==> config.mk <==
export PLATFORM = sky130hd
export DESIGN_NAME = evt_stat_irq
export DESIGN_NICKNAME = d
export VERILOG_FILES = /design/src/rtl/esi_pkg.sv /design/src/rtl/esi_ctrl.sv /design/src/rtl/esi_dpath.sv /design/src/rtl/evt_stat_irq.sv
export SDC_FILE = /design/constraint.sdc
export NUM_CORES = 1
export LEC_CHECK = 0
export CELL_PAD_IN_SITES_DETAIL_PLACEMENT = 2
export CELL_PAD_IN_SITES_GLOBAL_PLACEMENT = 2
export CORE_ASPECT_RATIO = 1.25
export CORE_MARGIN = 2
export CORE_UTILIZATION = 37
export CTS_BUF_LIST = sky130_fd_sc_hd__clkbuf_16
export DETAILED_ROUTE_END_ITERATION = 12
export DONT_BUFFER_PORTS = 1
export PLACE_DENSITY_LB_ADDON = 0.1
export SYNTH_ARGS = -nofsm -noshare
export SYNTH_HDL_FRONTEND = slang
export SYNTH_SLANG_ARGS = --single-unit
==> constraint.sdc <==
create_clock -name clk -period 2.1 [get_ports clk]
set_clock_uncertainty 0.05 [all_clocks]
set_input_delay 0.315 -clock clk [delete_from_list [all_inputs] [get_ports clk]]
set_output_delay 0.315 -clock clk [all_outputs]
set_load 0.02 [all_outputs]
==> src/rtl/esi_pkg.sv <==
`timescale 1ns/1ps
package esi_pkg;
  localparam int STAT_W = 4;
  localparam int NSRC   = 3;
  localparam int CMD_W  = 8;
  localparam int DAT_W  = 8;
  localparam int OP_W   = 3;
  localparam int FRM_W  = CMD_W + DAT_W;
  localparam int CNT_W  = $clog2(FRM_W + 1);

  localparam int B_RDY = 0;
  localparam int B_TG  = 1;
  localparam int B_DTV = 2;
  localparam int B_ABT = 3;

  typedef enum logic [OP_W-1:0] {
    OP_NONE  = 3'd0,
    OP_WMASK = 3'd1,
    OP_RSTAT = 3'd2,
    OP_RACK  = 3'd3,
    OP_RREV  = 3'd4,
    OP_WREV  = 3'd5
  } op_e;

  typedef struct packed {
    logic            busy;
    logic            ackStb;
    logic            maskWr;
    logic            abtClr;
    logic            ldStat;
    logic            ldRev;
    logic            shiftStb;
    logic [NSRC-1:0] wrMask;
  } ctl_t;
endpackage

==> src/rtl/esi_ctrl.sv <==
`timescale 1ns/1ps
module esi_ctrl
  import esi_pkg::*;
(
  input  logic clk,
  input  logic rstN,
  input  logic hostSel,
  input  logic hostStb,
  input  logic hostDin,
  input  logic abtLock,
  output ctl_t ctl
);
  logic [CNT_W-1:0] bitCnt;
  logic [CMD_W-2:0] inSh;
  logic [OP_W-1:0]  opQ;
  logic             opOk;

  logic             strobe;
  logic             cmdEnd;
  logic             datEnd;
  logic             firstOut;
  logic [OP_W-1:0]  decOp;
  logic             decOk;

  always_comb begin
    strobe   = hostSel && hostStb && (bitCnt < CNT_W'(FRM_W));
    cmdEnd   = strobe && (bitCnt == CNT_W'(CMD_W - 1));
    datEnd   = strobe && (bitCnt == CNT_W'(FRM_W - 1));
    firstOut = strobe && (bitCnt == CNT_W'(CMD_W));
    decOp    = inSh[CMD_W-2 -: OP_W];
    decOk    = !abtLock || (decOp == OP_WREV);
  end

  always_ff @(posedge clk) begin
    if (!rstN) begin
      bitCnt <= '0;
      inSh   <= '0;
      opQ    <= OP_NONE;
      opOk   <= 1'b0;
    end else if (!hostSel) begin
      bitCnt <= '0;
      opQ    <= OP_NONE;
      opOk   <= 1'b0;
    end else if (strobe) begin
      bitCnt <= bitCnt + 1'b1;
      inSh   <= {inSh[CMD_W-3:0], hostDin};
      if (cmdEnd) begin
        opQ  <= decOp;
        opOk <= decOk;
      end
    end
  end

  always_comb begin
    ctl          = '0;
    ctl.busy     = hostSel;
    ctl.ldStat   = cmdEnd && decOk && ((decOp == OP_RSTAT) || (decOp == OP_RACK));
    ctl.ldRev    = cmdEnd && decOk && (decOp == OP_RREV);
    ctl.shiftStb = strobe && (bitCnt >= CNT_W'(CMD_W));
    ctl.ackStb   = firstOut && opOk && (opQ == OP_RACK);
    ctl.maskWr   = datEnd && opOk && !abtLock && (opQ == OP_WMASK);
    ctl.abtClr   = datEnd && (opQ == OP_WREV);
    ctl.wrMask   = {inSh[NSRC-2:0], hostDin};
  end
endmodule

==> src/rtl/esi_dpath.sv <==
`timescale 1ns/1ps
module esi_dpath
  import esi_pkg::*;
#(
  parameter logic [NSRC-1:0]  MASK_RST = '0,
  parameter logic [DAT_W-1:0] REV_ID   = 8'h3C
) (
  input  logic              clk,
  input  logic              rstN,
  input  logic              en,
  input  logic              cmdDone,
  input  logic              cmdIssue,
  input  logic              genStart,
  input  logic              genStop,
  input  logic              toneOn,
  input  logic              toneOff,
  input  logic              abortEv,
  input  logic              frameTick,
  input  ctl_t              ctl,
  output logic [STAT_W-1:0] stat,
  output logic              irq,
  output logic              dout
);
  localparam logic [NSRC-1:0] RISE_EV = NSRC'((1 << B_RDY) | (1 << B_DTV));
  localparam logic [NSRC-1:0] FALL_EV = NSRC'((1 << B_TG) | (1 << B_DTV));

  logic [NSRC-1:0]  mask;
  logic [DAT_W-1:0] rdSh;
  logic rdySetP, rdyClrP, tgSetP, tgClrP, tgClrDue, dtvSetP, dtvClrP, dtvClrDue, abtP;

  logic go;
  logic rdySetE, rdyClrE, rdyUpd;
  logic tgSetIn, tgClrIn, tgSetE, tgClrE, tgDueE;
  logic dtvSetIn, dtvClrIn, dtvSetE, dtvClrE, dtvDueE;
  logic abtE, abtRise, irqSet;
  logic [STAT_W-1:0] statN;
  logic [NSRC-1:0]   srcEv;

  always_comb begin
    go       = !ctl.busy;
    rdySetE  = cmdDone | (rdySetP & !cmdIssue);
    rdyClrE  = !cmdDone & (cmdIssue | rdyClrP);
    rdyUpd   = rdySetE | rdyClrE;

    tgSetIn  = en & genStart;
    tgClrIn  = genStop | !en;
    tgSetE   = tgSetIn | (tgSetP & !tgClrIn);
    tgClrE   = !tgSetIn & (tgClrIn | tgClrP);
    tgDueE   = tgClrE & (tgClrDue | frameTick);

    dtvSetIn = en & toneOn;
    dtvClrIn = toneOff | !en;
    dtvSetE  = dtvSetIn | (dtvSetP & !dtvClrIn);
    dtvClrE  = !dtvSetIn & (dtvClrIn | dtvClrP);
    dtvDueE  = dtvClrE & (dtvClrDue | frameTick | rdyUpd);

    abtE     = abortEv | abtP;

    statN = stat;
    if (go) begin
      if (rdySetE)      statN[B_RDY] = 1'b1;
      else if (rdyClrE) statN[B_RDY] = 1'b0;
      if (tgSetE)       statN[B_TG]  = 1'b1;
      else if (tgDueE)  statN[B_TG]  = 1'b0;
      if (dtvSetE)      statN[B_DTV] = 1'b1;
      else if (dtvDueE) statN[B_DTV] = 1'b0;
      if (abtE)         statN[B_ABT] = 1'b1;
    end
    if (ctl.abtClr)     statN[B_ABT] = 1'b0;

    abtRise = statN[B_ABT] & !stat[B_ABT];
  end

  for (genvar i = 0; i < NSRC; i++) begin : g_src
    assign srcEv[i] = ((RISE_EV[i] & statN[i] & !stat[i]) |
                       (FALL_EV[i] & !statN[i] & stat[i])) & !mask[i];
  end

  assign irqSet = (|srcEv) | abtRise;
  assign dout   = rdSh[DAT_W-1];

  always_ff @(posedge clk) begin
    if (!rstN) begin
      stat      <= '0;
      irq       <= 1'b0;
      mask      <= MASK_RST;
      rdSh      <= '0;
      rdySetP   <= 1'b0;
      rdyClrP   <= 1'b0;
      tgSetP    <= 1'b0;
      tgClrP    <= 1'b0;
      tgClrDue  <= 1'b0;
      dtvSetP   <= 1'b0;
      dtvClrP   <= 1'b0;
      dtvClrDue <= 1'b0;
      abtP      <= 1'b0;
    end else begin
      stat <= statN;

      if (irqSet)          irq <= 1'b1;
      else if (ctl.ackStb) irq <= 1'b0;

      if (abtRise)         mask <= MASK_RST;
      else if (ctl.maskWr) mask <= ctl.wrMask;

      if (!ctl.busy)         rdSh <= '0;
      else if (ctl.ldStat)   rdSh <= DAT_W'(stat);
      else if (ctl.ldRev)    rdSh <= REV_ID;
      else if (ctl.shiftStb) rdSh <= {rdSh[DAT_W-2:0], 1'b0};

      if (go) begin
        rdySetP   <= 1'b0;
        rdyClrP   <= 1'b0;
        tgSetP    <= 1'b0;
        tgClrP    <= tgClrE & !tgDueE;
        tgClrDue  <= 1'b0;
        dtvSetP   <= 1'b0;
        dtvClrP   <= dtvClrE & !dtvDueE;
        dtvClrDue <= 1'b0;
        abtP      <= 1'b0;
      end else begin
        rdySetP   <= rdySetE;
        rdyClrP   <= rdyClrE;
        tgSetP    <= tgSetE;
        tgClrP    <= tgClrE;
        tgClrDue  <= tgDueE;
        dtvSetP   <= dtvSetE;
        dtvClrP   <= dtvClrE;
        dtvClrDue <= dtvDueE;
        abtP      <= abtE;
      end
    end
  end
endmodule

==> src/rtl/evt_stat_irq.sv <==
`timescale 1ns/1ps
module evt_stat_irq
  import esi_pkg::*;
#(
  parameter logic [NSRC-1:0]  MASK_RST = '0,
  parameter logic [DAT_W-1:0] REV_ID   = 8'h3C
) (
  input  logic              clk,
  input  logic              rstN,
  input  logic              enI,
  input  logic              cmdDoneI,
  input  logic              cmdIssueI,
  input  logic              genStartI,
  input  logic              genStopI,
  input  logic              toneOnI,
  input  logic              toneOffI,
  input  logic              abortI,
  input  logic              frameTickI,
  input  logic              hostSelI,
  input  logic              hostStbI,
  input  logic              hostDinI,
  output logic              hostDoutO,
  output logic              irqO,
  output logic [STAT_W-1:0] statO
);
  ctl_t ctl;

  esi_ctrl i_ctrl (
    .clk     (clk),
    .rstN    (rstN),
    .hostSel (hostSelI),
    .hostStb (hostStbI),
    .hostDin (hostDinI),
    .abtLock (statO[B_ABT]),
    .ctl     (ctl)
  );

  esi_dpath #(.MASK_RST(MASK_RST), .REV_ID(REV_ID)) i_dpath (
    .clk       (clk),
    .rstN      (rstN),
    .en        (enI),
    .cmdDone   (cmdDoneI),
    .cmdIssue  (cmdIssueI),
    .genStart  (genStartI),
    .genStop   (genStopI),
    .toneOn    (toneOnI),
    .toneOff   (toneOffI),
    .abortEv   (abortI),
    .frameTick (frameTickI),
    .ctl       (ctl),
    .stat      (statO),
    .irq       (irqO),
    .dout      (hostDoutO)
  );
endmodule

==> flow_summary.json <==
{
  "routed-via-count": 1485,
  "multiInputGateArea_um2": 898,
  "nets": 226,
  "rows": 28,
  "die_area_um2": 5380,
  "globalplace.congestion": 0.717,
  "max_stage_delay_ns": 0.40,
  "critical-path-slowest-cell": "dfxtp_1",
  "p_int_mw": 1.39,
  "cts_setup_buffers": 0,
  "antenna_left": 0,
  "path_max_fanout": 6,
  "fin_setup_tns_ns": 0,
  "fin_crit_sh_pct": 89.6,
  "crit_required_ns": 2.22,
  "fmax_mhz": 532,
  "grt_max_degree": 20,
  "drc": 0,
  "antenna_cells": 0,
  "synth_edf_count": 0,
  "start_util_pct": 37.9,
  "cp-start-kind": "flop",
  "cts.sinks": 41,
  "cp-end-kind": "flop",
  "yosys_warnings": 0,
  "comb_power_share_pct": 4.2,
  "yosysMostFrequentCell": "nand2_1",
  "final_cells": 270,
  "drt_iter0_drc": 39,
  "leakagePower_nw": 0.700,
  "io_pins": 20,
  "synth_fp_nets": 224,
  "rsz0062_at_grt": "no",
  "netlist_area_um2": 1780,
  "hpwl_um": 3600,
  "outcome": "complete, no violations",
  "synth_top_area_share_pct": 46.1,
  "ys_types": 46,
  "ys_top_cells_by_count": "44 x nand2_1, 41 x dfxtp_1, 21 x nor2_1",
  "hold_class": "input pin to flop",
  "synth_seq_cells": 41,
  "final-setup-viol-count": 0,
  "track_usage_pct": 21.4,
  "maxSlewHeadroom_pct": 50.9,
  "grt_first_pass_wirelength_um": 8510,
  "cap_violations": 0,
  "antenna_found_initial": 0,
  "slew_viol_final": 0,
  "io_buffers": 0,
  "die_y_um": 81.5,
  "core_area_um2": 4690,
  "routed_wl_um": 5010,
  "grt_pass1_vias": 1675,
  "hold_buffers": 0,
  "worstPathCellList": "ha_2 > nand3b_4 > or2_1 > o311ai_2 > nand2b_1 > a21oi_1",
  "dr.pass1.iters": 4,
  "p_sw_share_pct": 21.5,
  "fill_cells": 550,
  "areaGrowthSynthToFinish_pct": 13.6,
  "p_sw_uw": 380,
  "path_class": "flop to flop",
  "clock_latency_ns": 0.28,
  "synth_area_per_cell_um2": 8.60,
  "via_per_inst": 5.50,
  "async_flop_share_pct": 0,
  "syn_inst": 207,
  "htree_levels": 2,
  "wl_per_cell_um": 18.6,
  "dp.cells": 262,
  "vdd_drop_max_uv": 662,
  "period_needed_ns": 1.88,
  "path_clk_slew_ns": 0.06,
  "synth_area_leader_cell": "dfxtp_1",
  "synth_flop_cell": "dfxtp_1",
  "worstRegToRegCells": 6,
  "drive_above_1_share_pct": 10.0,
  "clockBufferDepth": 2,
  "die_x_um": 66.0,
  "whs_path_depth": 1,
  "yosysSeqAreaShare_pct": 46.1,
  "seq_area_um2": 821,
  "tritoncts": "done",
  "hold_viol_final": 0,
  "cts_root_buf": "clkbuf_16",
  "crit_arrival_ns": 2.00,
  "tightest_slew_ns": 0.735,
  "cts_buffers": 5,
  "clock_power_share_pct": 49.3,
  "overflow": 0,
  "synth.area.top_cells": "dfxtp_1 46%, nand2_1 9.3%, nor2_1 4.4%",
  "powerDensity_nw_per_um2": 874,
  "seqPwrFrac_pct": 46.6
}
-- timing repair --
action / 4_1_cts / 5_1_grt
gates resized for setup: 0 / 2
endpoints found under the setup margin: 0 / 3
endpoints found under the hold margin: 0 / 0
-- power by group through the flow --
stage	clock network (mW)	logic, mW	registers, mW
6_report	0.870	0.0740	0.823
2_1_floorplan	0	0.0638	0.830
5_1_grt	0.917	0.0859	0.824
3_3_place_gp	0	0.0695	0.837
4_1_cts	0.892	0.0761	0.822
3_5_place_dp	0	0.0742	0.839
-- cells in the final DEF, fill, tap and decap left out, types with 4 or more instances in the layout --
master      n
nor2_1     21
mux2i_1     4
dfxtp_1    41
a21oi_1    12
nand2b_1    5
inv_1       9
o21ai_0     6
a21boi_0    8
nand2_1    44
clkbuf_16   5
-- state kept, by name, summed over array words and instances (netlist names), 3 cells and up --
register,count
i_dpath.rdSh,8
i_ctrl.opQ,3
i_dpath.mask,3
i_ctrl.bitCnt,5
i_ctrl.inSh,7
i_dpath.stat,4
-- metrics by stage --
stage | worst slack [ns] | util (%) | area, µm² | power, mW | hold WS [ns]
final | 0.219 | 43.1 | 2020 | 1.77 | 0.0669
after detailed placement | 0.143 | 39.2 | 1840 | 0.913 | 0.361
after CTS | 0.0859 | 42.9 | 2010 | 1.79 | 0.0622
after global routing | 0.0379 | 43.1 | 2020 | 1.83 | 0.0606
after floorplan | 0.422 | - | 1780 | 0.894 | 0.344
after global placement | 0.330 | 39.2 | 1840 | 0.907 | 0.345
-- metal layers --
metal  routed length, µm  up-vias  GRT usage [%]
li1                    -      708              -
met1                2080      739           24.4
met2                2630       29           39.4
met3                 212        9           4.11
met4                  91        0           7.76
met5                   0        -              0
-- worst max-delay path, delay by kind of cell, from the launching register on --
family,cells,cell delay [ns]
AOI/OAI and AO/OA,2,0.43
adders and majority gates,1,0.25
DFF,1,0.40
and+or+nand+nor,3,0.64
-- path summary, 6_finish.rpt --
| kind | startpoint | end | slack (ns) |
|---|---|---|---|
| hold reg to reg | i_dpath.rdSh[5]$_SDFFE_PP0P_ | i_dpath.rdSh[6]$_SDFFE_PP0P_ | 0.41 |
| hold / removal | cmdDoneI | i_dpath.rdyClrP$_SDFF_PN0_ | 0.07 |
| setup reg to reg | i_ctrl.bitCnt[1]$_SDFFE_PN0P_ | i_dpath.rdSh[6]$_SDFFE_PP0P_ | 0.22 |
| setup / recovery | i_ctrl.bitCnt[1]$_SDFFE_PN0P_ | i_dpath.rdSh[6]$_SDFFE_PP0P_ | 0.22 |
-- cell type report --
cell class	instances	share of cell area [%]
clock buffers	5	6.19
clock inverters	3	2.29
inverters	9	1.67
multi-input cells	149	44.4
flip-flops and latches	41	40.6
well taps	60	3.71
repair buffers	3	1.11
-- cell families (layout without fill, tap and decap cells) --
group           after synthesis  after routing  share of synthesized area [%]
simple gates                 97             97                           27.3
compound gates               43             43                           17.4
flops                        41             41                           46.1
buf+inv                      17             20                           3.87
mux                           4              4                           2.25
fa+ha+maj                     3              3                           2.11
xor+xnor                      2              2                          0.985
Power figures use the tool's default switching activity.
